**config.mk**
```make
export PLATFORM = sky130hd
export DESIGN_NAME = adc_host_ctrl
export DESIGN_NICKNAME = d
export VERILOG_FILES = /design/src/rtl/adcc_pkg.sv /design/src/rtl/adcc_delay_cnt.sv /design/src/rtl/adcc_req_pend.sv /design/src/rtl/adcc_capture.sv /design/src/rtl/adc_host_ctrl.sv
export SDC_FILE = /design/constraint.sdc
export NUM_CORES = 1
export LEC_CHECK = 0
export BUFFER_PORTS_ARGS = -buffer_cell sky130_fd_sc_hd__buf_2
export CAP_MARGIN = 5
export CORE_ASPECT_RATIO = 0.5
export CORE_MARGIN = 2
export CORE_UTILIZATION = 58
export CTS_BUF_LIST = sky130_fd_sc_hd__clkbuf_16
export CTS_CLUSTER_SIZE = 20
export DETAILED_ROUTE_END_ITERATION = 8
export PLACE_DENSITY_LB_ADDON = 0.12
export SLEW_MARGIN = 15
export SYNTH_ARGS = -nofsm -noshare
export SYNTH_HDL_FRONTEND = slang
export SYNTH_SLANG_ARGS = --single-unit
```
**constraint.sdc**
```tcl
create_clock -name clk -period 7.87 [get_ports clk]
set_clock_uncertainty 0.2 [all_clocks]
set_input_delay 1.1805 -clock clk [delete_from_list [all_inputs] [get_ports clk]]
set_output_delay 1.1805 -clock clk [all_outputs]
set_load 0.05 [all_outputs]
```
**src/rtl/adcc_pkg.sv**
```systemverilog
package adcc_pkg;

   typedef enum logic [2:0] {
      ST_IDLE,
      ST_START,
      ST_CONV,
      ST_READ,
      ST_ACQ,
      ST_SD_NAP,
      ST_SD_SLEEP,
      ST_WAKE
   } adcc_state_e;

   function automatic int cdiv(input int num, input int den);
      return (num + den - 1) / den;
   endfunction

   function automatic int imax(input int a, input int b);
      return (a > b) ? a : b;
   endfunction

endpackage

```
**src/rtl/adcc_delay_cnt.sv**
```systemverilog
module adcc_delay_cnt #(
   parameter int W = 8
) (
   input  logic         clk,
   input  logic         rst,
   input  logic         load,
   input  logic [W-1:0] load_val,
   output logic         done
);

   logic [W-1:0] cnt_q;

   always_ff @(posedge clk) begin
      if (rst)
         cnt_q <= '0;
      else if (load)
         cnt_q <= load_val;
      else if (cnt_q != '0)
         cnt_q <= cnt_q - 1'b1;
   end

   assign done = (cnt_q == '0);

endmodule

```
**src/rtl/adcc_req_pend.sv**
```systemverilog
module adcc_req_pend #(
   parameter int PEND_MAX = 4
) (
   input  logic clk,
   input  logic rst,
   input  logic req,
   input  logic take,
   output logic nz
);

   localparam int PW = $clog2(PEND_MAX + 1);

   logic [PW-1:0] cnt_q;
   logic          inc;

   assign inc = req && (cnt_q != PW'(PEND_MAX));

   always_ff @(posedge clk) begin
      if (rst)
         cnt_q <= '0;
      else begin
         case ({inc, take})
            2'b10:   cnt_q <= cnt_q + 1'b1;
            2'b01:   cnt_q <= cnt_q - 1'b1;
            default: cnt_q <= cnt_q;
         endcase
      end
   end

   assign nz = (cnt_q != '0);

   AST_PEND_NO_UNDERFLOW: assert property (@(posedge clk) disable iff (rst)
      take |-> cnt_q != '0);
   AST_PEND_BOUND: assert property (@(posedge clk) disable iff (rst)
      cnt_q <= PW'(PEND_MAX));

endmodule

```
**src/rtl/adcc_capture.sv**
```systemverilog
module adcc_capture #(
   parameter int ADC_W  = 16,
   parameter int HOST_W = 32
) (
   input  logic              clk,
   input  logic              rst,
   input  logic              cap,
   input  logic [ADC_W-1:0]  din,
   output logic [HOST_W-1:0] dout,
   output logic              valid
);

   logic [HOST_W-1:0] ext;

   generate
      if (HOST_W == ADC_W) begin : g_same
         assign ext = din;
      end else begin : g_wide
         assign ext = {{(HOST_W - ADC_W){din[ADC_W-1]}}, din};
         AST_SIGN_EXT: assert property (@(posedge clk) disable iff (rst)
            valid |-> ((&dout[HOST_W-1:ADC_W-1]) || !(|dout[HOST_W-1:ADC_W-1])));
      end
   endgenerate

   always_ff @(posedge clk) begin
      if (rst) begin
         dout  <= '0;
         valid <= 1'b0;
      end else begin
         valid <= cap;
         if (cap)
            dout <= ext;
      end
   end

   AST_VALID_ONE_CYCLE: assert property (@(posedge clk) disable iff (rst)
      valid |=> !valid);

endmodule

```
**src/rtl/adc_host_ctrl.sv**
```systemverilog
module adc_host_ctrl
   import adcc_pkg::*;
#(
   parameter int ADC_W           = 16,
   parameter int HOST_W          = 32,
   parameter int CLK_NS          = 10,
   parameter int T_CONVST_NS     = 20,
   parameter int T_CONV_MAX_NS   = 1800,
   parameter int TMO_MARGIN_CYC  = 20,
   parameter int T_RD_NS         = 30,
   parameter int T_ACQ_NS        = 400,
   parameter int T_NAP_WAKE_NS   = 200,
   parameter int T_SLEEP_WAKE_NS = 80000000,
   parameter int PEND_MAX        = 4
) (
   input  logic              clk,
   input  logic              rst,
   input  logic              req_i,
   input  logic              pd_req_i,
   input  logic              pd_deep_i,
   input  logic              err_clr_i,
   output logic              ready_o,
   output logic              valid_o,
   output logic [HOST_W-1:0] data_o,
   output logic              err_o,
   output logic              adc_convst_n_o,
   output logic              adc_cs_n_o,
   output logic              adc_rd_n_o,
   output logic              adc_shdn_n_o,
   input  logic              adc_busy_n_i,
   input  logic [ADC_W-1:0]  adc_data_i
);

   localparam int START_CYC = cdiv(T_CONVST_NS, CLK_NS);
   localparam int TMO_CYC   = cdiv(T_CONV_MAX_NS, CLK_NS) + TMO_MARGIN_CYC;
   localparam int RD_CYC    = cdiv(T_RD_NS, CLK_NS);
   localparam int ACQ_CYC   = cdiv(T_ACQ_NS, CLK_NS);
   localparam int NAP_CYC   = cdiv(T_NAP_WAKE_NS, CLK_NS);
   localparam int SLEEP_CYC = cdiv(T_SLEEP_WAKE_NS, CLK_NS);
   localparam int MAX_CYC   = imax(imax(imax(START_CYC, TMO_CYC), imax(RD_CYC, ACQ_CYC)),
                                   imax(NAP_CYC, SLEEP_CYC));
   localparam int TW        = $clog2(MAX_CYC + 1);

   generate
      if (HOST_W < ADC_W) begin : g_bad_width
         $error("host bus narrower than converter word");
      end
      if (CLK_NS < 1 || T_CONVST_NS < 1 || T_RD_NS < 1 || T_ACQ_NS < 1 ||
          T_NAP_WAKE_NS < 1 || T_SLEEP_WAKE_NS < 1 || T_CONV_MAX_NS < 1) begin : g_bad_time
         $error("all timing parameters must be positive");
      end
      if (TMO_MARGIN_CYC < 0) begin : g_bad_margin
         $error("timeout margin must not be negative");
      end
      if (PEND_MAX < 1) begin : g_bad_pend
         $error("pending depth must be at least one");
      end
   endgenerate

   adcc_state_e   state_q, state_d;
   logic          t_load, t_done;
   logic [TW-1:0] t_val;
   logic          take, cap, tmo;
   logic          pend_nz;
   logic          seen_busy_q;
   logic          err_q;

   adcc_delay_cnt #(.W(TW)) u_timer (
      .clk      (clk),
      .rst      (rst),
      .load     (t_load),
      .load_val (t_val),
      .done     (t_done)
   );

   adcc_req_pend #(.PEND_MAX(PEND_MAX)) u_pend (
      .clk  (clk),
      .rst  (rst),
      .req  (req_i),
      .take (take),
      .nz   (pend_nz)
   );

   adcc_capture #(.ADC_W(ADC_W), .HOST_W(HOST_W)) u_cap (
      .clk   (clk),
      .rst   (rst),
      .cap   (cap),
      .din   (adc_data_i),
      .dout  (data_o),
      .valid (valid_o)
   );

   always_comb begin
      state_d = state_q;
      t_load  = 1'b0;
      t_val   = '0;
      take    = 1'b0;
      cap     = 1'b0;
      tmo     = 1'b0;
      case (state_q)
         ST_IDLE: begin
            if (pd_req_i) begin
               state_d = pd_deep_i ? ST_SD_SLEEP : ST_SD_NAP;
            end else if (pend_nz) begin
               state_d = ST_START;
               t_load  = 1'b1;
               t_val   = TW'(START_CYC - 1);
               take    = 1'b1;
            end
         end
         ST_START: begin
            if (t_done) begin
               state_d = ST_CONV;
               t_load  = 1'b1;
               t_val   = TW'(TMO_CYC - 1);
            end
         end
         ST_CONV: begin
            if (seen_busy_q && adc_busy_n_i) begin
               state_d = ST_READ;
               t_load  = 1'b1;
               t_val   = TW'(RD_CYC - 1);
            end else if (t_done) begin
               state_d = ST_IDLE;
               tmo     = 1'b1;
            end
         end
         ST_READ: begin
            if (t_done) begin
               cap     = 1'b1;
               state_d = ST_ACQ;
               t_load  = 1'b1;
               t_val   = TW'(ACQ_CYC - 1);
            end
         end
         ST_ACQ: begin
            if (t_done)
               state_d = ST_IDLE;
         end
         ST_SD_NAP: begin
            if (!pd_req_i) begin
               state_d = ST_WAKE;
               t_load  = 1'b1;
               t_val   = TW'(NAP_CYC - 1);
            end else if (pd_deep_i) begin
               state_d = ST_SD_SLEEP;
            end
         end
         ST_SD_SLEEP: begin
            if (!pd_req_i) begin
               state_d = ST_WAKE;
               t_load  = 1'b1;
               t_val   = TW'(SLEEP_CYC - 1);
            end
         end
         ST_WAKE: begin
            if (t_done)
               state_d = ST_IDLE;
         end
         default: state_d = ST_IDLE;
      endcase
   end

   always_ff @(posedge clk) begin
      if (rst) begin
         state_q     <= ST_IDLE;
         seen_busy_q <= 1'b0;
         err_q       <= 1'b0;
      end else begin
         state_q <= state_d;
         if (state_q == ST_START || state_q == ST_CONV)
            seen_busy_q <= seen_busy_q || !adc_busy_n_i;
         else
            seen_busy_q <= 1'b0;
         if (tmo)
            err_q <= 1'b1;
         else if (err_clr_i)
            err_q <= 1'b0;
      end
   end

   assign err_o          = err_q;
   assign ready_o        = (state_q == ST_IDLE);
   assign adc_convst_n_o = (state_q != ST_START);
   assign adc_rd_n_o     = (state_q != ST_READ);
   assign adc_cs_n_o     = !(state_q == ST_READ || state_q == ST_SD_NAP);
   assign adc_shdn_n_o   = !(state_q == ST_SD_NAP || state_q == ST_SD_SLEEP);

   // Checker-only history: cycles since wake, deepest mode used, cycles since busy release.
   logic [TW-1:0] since_wake_q, since_busy_q;
   logic          slept_q;

   always_ff @(posedge clk) begin
      if (rst) begin
         since_wake_q <= TW'(MAX_CYC);
         since_busy_q <= TW'(MAX_CYC);
         slept_q      <= 1'b0;
      end else begin
         if (!adc_shdn_n_o)
            since_wake_q <= '0;
         else if (since_wake_q < TW'(MAX_CYC))
            since_wake_q <= since_wake_q + 1'b1;
         if (!adc_busy_n_i)
            since_busy_q <= '0;
         else if (since_busy_q < TW'(MAX_CYC))
            since_busy_q <= since_busy_q + 1'b1;
         if (!adc_shdn_n_o)
            slept_q <= adc_cs_n_o;
      end
   end

   AST_WAKE_GAP: assert property (@(posedge clk) disable iff (rst)
      $fell(adc_convst_n_o) |-> since_wake_q >= (slept_q ? TW'(SLEEP_CYC) : TW'(NAP_CYC)));
   AST_ACQ_GAP: assert property (@(posedge clk) disable iff (rst)
      $fell(adc_convst_n_o) |-> since_busy_q >= TW'(ACQ_CYC));
   AST_READ_NOT_BUSY: assert property (@(posedge clk) disable iff (rst)
      !adc_rd_n_o |-> adc_busy_n_i && !adc_cs_n_o);
   AST_START_AWAKE: assert property (@(posedge clk) disable iff (rst)
      $fell(adc_convst_n_o) |-> $past(adc_shdn_n_o));
   AST_ERR_STICKY: assert property (@(posedge clk) disable iff (rst)
      err_o && !err_clr_i |=> err_o);
   AST_TMO_TO_IDLE: assert property (@(posedge clk) disable iff (rst)
      $rose(err_o) |-> ready_o && !valid_o);
   AST_NO_SLEEP_TO_NAP: assert property (@(posedge clk) disable iff (rst)
      !adc_shdn_n_o && $past(!adc_shdn_n_o) && $past(adc_cs_n_o) |-> adc_cs_n_o);

endmodule

```
== Yosys cells after proc, flatten, opt, wreduce, memory -nomap -nowiden ==
Cells that the tools add are included.
Cells by class
  $add $sub $neg: 3
  equality and inequality tests: 17
  mux-type cells: 34
  bitwise logic cells: 1
  reduce and logical (&&, ||, !) cells: 21
Operator list (count)
  23-bit case mux with 6 select lines: 1
  23-bit 2-to-1 mux: 3
  3-bit 2-to-1 mux: 9
  23-bit logical NOT: 1
  23-bit nonzero test: 1
  23-bit by 1-bit subtractor with 23-bit output (second input constant): 1
  3-bit case mux with 7 select lines: 1
  1-bit 2-to-1 mux: 13
  3-bit == test (second input constant): 4
  8-bit 2-to-1 mux: 1
  2-bit OR reduction: 4
  3-bit by 2-bit == test with 1-bit output (second input constant): 2
  6-bit 2-to-1 mux: 1
  2-bit != test (second input constant): 3
  3-bit by 2-bit != test with 1-bit output (second input constant): 2
  3-bit != test (second input constant): 2
  3-bit case mux with 2 select lines: 1
  2-bit nonzero test: 3
  5-bit 2-to-1 mux: 1
  5-bit AND reduction: 1
  1-bit logical OR: 4
  2-bit 2-to-1 mux: 2
  1-bit case mux with 4 select lines: 1
  3-bit by 1-bit adder with 3-bit output (second input constant): 1
  10 further kinds: 13
Word-level totals
  flip-flop bits (word level): 48
  input bits: 23
  output and inout bits: 39
  logic and storage cells: 83

== Depth between registers and ports, before layout ==
  depth in word-level cells: 6
  gate-level depth with buffers: 9
  depth with buffers taken out: 9

== Hierarchy ==
From an unflattened synthesis, not the netlist that was laid out.
Second synthesis, totals
  cells, all modules: 320
  area total of the unflattened synthesis: 2741.4 um2
Modules (own cells, without submodules)
  adcc_delay_cnt: times used 1, cells each 156, area each 1291.2 um2, sequential area each 460.4 um2
  adcc_capture: times used 1, cells each 70, area each 728.2 um2, sequential area each 340.3 um2
  adc_host_ctrl: times used 1, cells each 77, area each 560.5 um2, sequential area each 100.1 um2
  adcc_req_pend: times used 1, cells each 17, area each 161.4 um2, sequential area each 60.1 um2

== Worst setup path after synthesis ==
OpenSTA, ideal clock, no wires.
  path kind: reg-to-reg
  start point: register state_q[1]
  end point: register u_pend.cnt_q[2]
  setup time: 71 ps
  arrival time: 3280 ps
  data required time: 7599 ps
  setup slack: 4319 ps
  cell stages (with the launch flop): 10
  path buffers: 1
  clock period less this slack: 3551 ps
  cells stage by stage: dfxtp_1 > clkbuf_1 > nor3_1 > nor3b_1 > ha_1 > inv_1 > fa_1 > xor2_1 > or3_1 > a21oi_1
On the way
  word-level cells in the longest chain between the ends: 4
  elaborated cells between the ends (all ways): 6
  those cells by class: 2 x eq/ne; 2 x mux; 2 x reduce/logical
RTL lines
  start, declared: RTL line adc_host_ctrl.sv:60  | adcc_state_e state_q, state_d;
  start signal, assigned: RTL line adc_host_ctrl.sv:170  | state_q <= state_d;
  3-bit logical NOT (*)
  net ready_o: RTL line adc_host_ctrl.sv:22  | output logic ready_o,
  1-bit 2-to-1 mux (*): RTL line adc_host_ctrl.sv:100  | case (state_q)
  2-bit by 1-bit == test with 1-bit output or 2-bit == test (tied branches): RTL line adcc_req_pend.sv:22  | case ({inc, take})
  3-bit case mux with 2 select lines or 2-bit nonzero test (tied branches)
  end signal, assigned: RTL line adcc_req_pend.sv:23  | 2'b10: cnt_q <= cnt_q + 1'b1;
  end signal, assigned: RTL line adcc_req_pend.sv:24  | 2'b01: cnt_q <= cnt_q - 1'b1;
  end signal, assigned: RTL line adcc_req_pend.sv:25  | default: cnt_q <= cnt_q;
  end, declared: RTL line adcc_req_pend.sv:13  | logic [PW-1:0] cnt_q;
The timed path passes the listed nets; every way through them passes the cells marked *.
A chain may end at the register's enable or synchronous reset.

== Worst setup path in the final report ==
  start point: register state_q[1]
  end point: output adc_cs_n_o
On the way
  word-level cells in the longest chain between the ends: 3
  elaborated cells between the ends (all ways): 4
  those cells by class: 2 x eq/ne; 2 x reduce/logical
RTL lines
  3-bit by 2-bit == test with 1-bit output or 3-bit == test (tied branches): RTL line adc_host_ctrl.sv:186  | assign adc_cs_n_o = !(state_q == ST_READ || state_q == ST_SD_NAP);
  1-bit logical OR (*): RTL line adc_host_ctrl.sv:186
  1-bit logical NOT (*): RTL line adc_host_ctrl.sv:186
  end, declared: RTL line adc_host_ctrl.sv:27  | output logic adc_cs_n_o,
Mark *: on every way between the ends. The rest lies on a longest branch, timed or not.

==> flow_metrics.tcl <==
set metrics [dict create \
    status "finished, final reports clean" \
    die_w_microns 98.62 \
    initial_core_util 0.5954 \
    utilization 0.6789 \
    maxCapViolCount 0 \
    syn2layout_area_growth_pct 14.02 \
    worstMarginPinSlew_ps 655.6 \
    cts_hold_buf 0 \
    syn_avg_cell_area_sq_um 7.964 \
    synthArstFlopShare 0 \
    core_sq_um 4360 \
    worstPathArrival_ps 1880 \
    ir_drop_v 0.0002102 \
    fin_crit_sh 0.4142 \
    rows 17 \
    setup_viol_count_final 0 \
    yosysUniqueCellTypes 48 \
    cp-start-kind "register" \
    dp.cells 412 \
    clkSlewWorstSetupHoldPaths_ps 60 \
    worstSetupPathType "reg -> out" \
    r2r_cells 8 \
    netlist_area_sq_um 2596 \
    drtPass1Iterations 4 \
    hold_viol_final 0 \
    nets 389 \
    place.gp.congestion 0.8147 \
    ant_nets 0 \
    fp.dieH_microns 51.31 \
    swShare 0.4466 \
    h-tree-depth 2 \
    yosys_warnings 0 \
    grt_pass1_wl_microns 10160 \
    intPower_uw 685.6 \
    synth-edff-count 0 \
    hp-class "reg -> reg" \
    drtIter0Drc 154 \
    syn-num-nets 353 \
    ys_seq_area_frac 0.3701 \
    drive_gt1_frac 0.2259 \
    post_cts_buffers 0 \
    clockBufferDepth 2 \
    clock_latency_ps 280 \
    yosysTopAreaCellShare 0.3701 \
    p_sw_uw 553.4 \
    vias 2437 \
    p_seq_frac 0.313 \
    drc_errors 0 \
    overflow 0 \
    fin_setup_tns_ps 0 \
    grt_use_total 0.2517 \
    port_buffers 61 \
    yosysMostFrequentCell "dfxtp_1" \
    rsz0062_at_grt "no" \
    ctsResizeCount 0 \
    fmax_mhz 306.7 \
    cts_tree "yes" \
    power-per-cell-area_nw_per_um2 418.5 \
    period_needed_ps 3260 \
    n_antenna_cell 0 \
    cp_max_fo 17 \
    root_buffer "clkbuf_16" \
    final_cells 420 \
    wl_microns 5976 \
    synth.ff_latch_count 48 \
    grt_antenna_before_repair 0 \
    ys_top_cells_by_count "dfxtp_1, nand2_1, a21oi_1" \
    wl_per_cell_microns 14.23 \
    hold_depth 2 \
    drv_slew 0 \
    yosysTopAreaCell "dfxtp_1" \
    leakage_nw 1.180 \
    crit_path_end_kind "primary output" \
    cts_made_buffers 5 \
    syn_inst 326 \
    cp.required_ps 6490 \
    hpwl_microns 4293 \
    grt_pass1_vias 2251 \
    die_area_sq_um 5060 \
    p_comb_frac 0.498 \
    viasPerCell 5.802 \
    grt_max_degree 38 \
    power.share.clock 0.189 \
    synth_area_leaders "dfxtp_1, a21oi_1, nand2_1" \
    clkSinkCount 48 \
    slew_headroom 0.5630 \
    synth_flop_cell "dfxtp_1" \
    ioPinCount 62 \
]
## per-layer routing
layer,up-vias,routed length (microns),global-route usage,part of all wire
li1,1209,-,-,-
met1,1145,2679,0.3133,0.45
met2,77,2842,0.4388,0.48
met3,6,404,0.06019,0.068
met4,0,51,0.07991,0.0085
met5,-,0,0,0
## metrics by stage
stage,power (mW),hold slack (ps),setup slack (ps),instance area [sq um]
2_1_floorplan,0.8683,260.9,4319,2596
3_3_place_gp,0.9750,235.1,4595,2796
3_5_place_dp,0.9945,240.2,4438,2796
4_1_cts,1.237,249.3,4645,2960
5_1_grt,1.330,269.7,4441,2960
6_report,1.239,247.3,4610,2960
## critical path, cell delays in order, from the launching register on
cell     delay [ps]
dfxtp_1         680
inv_1           250
nor2_1          280
o21ai_0         130
buf_2           250
## area by class of cell
cell class / instances / area [sq um]
fill: 379 / 1400
inverter: 8 / 30.03
tap: 57 / 71.32
timing repair buffer: 63 / 320.3
clock buffer: 5 / 125.1
multi-input combinational: 236 / 1414
clock inverter: 3 / 38.79
sequential: 48 / 960.9
## path summary, 6_finish.rpt
path / startpoint / end / slack, ps
setup / recovery: state_q[1] / adc_cs_n_o / 4610
hold / removal: u_cap.dout[0] / u_cap.dout[0] / 250
setup reg to reg: state_q[0] / u_pend.cnt_q[2] / 4890
hold reg to reg: u_cap.dout[0] / u_cap.dout[0] / 250
## power groups by stage
| stage | sequential, mW | clock (mW) | combinational, mW |
|---|---|---|---|
| final | 0.387 | 0.234 | 0.617 |
| after detailed placement | 0.388 | 0 | 0.607 |
| after floorplan | 0.356 | 0 | 0.513 |
| after global placement | 0.384 | 0 | 0.591 |
| after CTS | 0.384 | 0.240 | 0.613 |
| after global routing | 0.399 | 0.249 | 0.682 |
## logic make-up (layout without fill, tap and decap cells)
kind of cell	Yosys count	count (layout)	share of synthesized area
AOI/OAI and AO/OA	71	71	0.1586
buffers and inverters	42	79	0.08530
muxes	1	1	0.003856
adders and majority gates	4	4	0.02217
and+or+nand+nor	141	141	0.2959
xor gates and xnor gates	19	19	0.06410
DFF	48	48	0.3701
## layout by cell type (no fill, tap or decap), types with 5 or more instances in the layout
cell type   n
nand3_1     7
o21ai_0    13
a211oi_1    6
nor2_1     22
buf_2      61
a21oi_1    37
xnor2_1    10
xor2_1      9
dfxtp_1    48
clkbuf_16   5
nor3_1     13
inv_1       9
nor4_1      9
or3_1       5
nand2_1    46
or4_1       7
nand2b_1    6
## flip-flops by register name, summed over array words and instances, names as in the netlist
signal         flops
err_o              1
u_cap.dout        16
seen_busy_q        1
u_cap.valid        1
state_q            3
u_timer.cnt_q     23
u_pend.cnt_q       3
No activity file was read; power rests on OpenSTA's default activity.
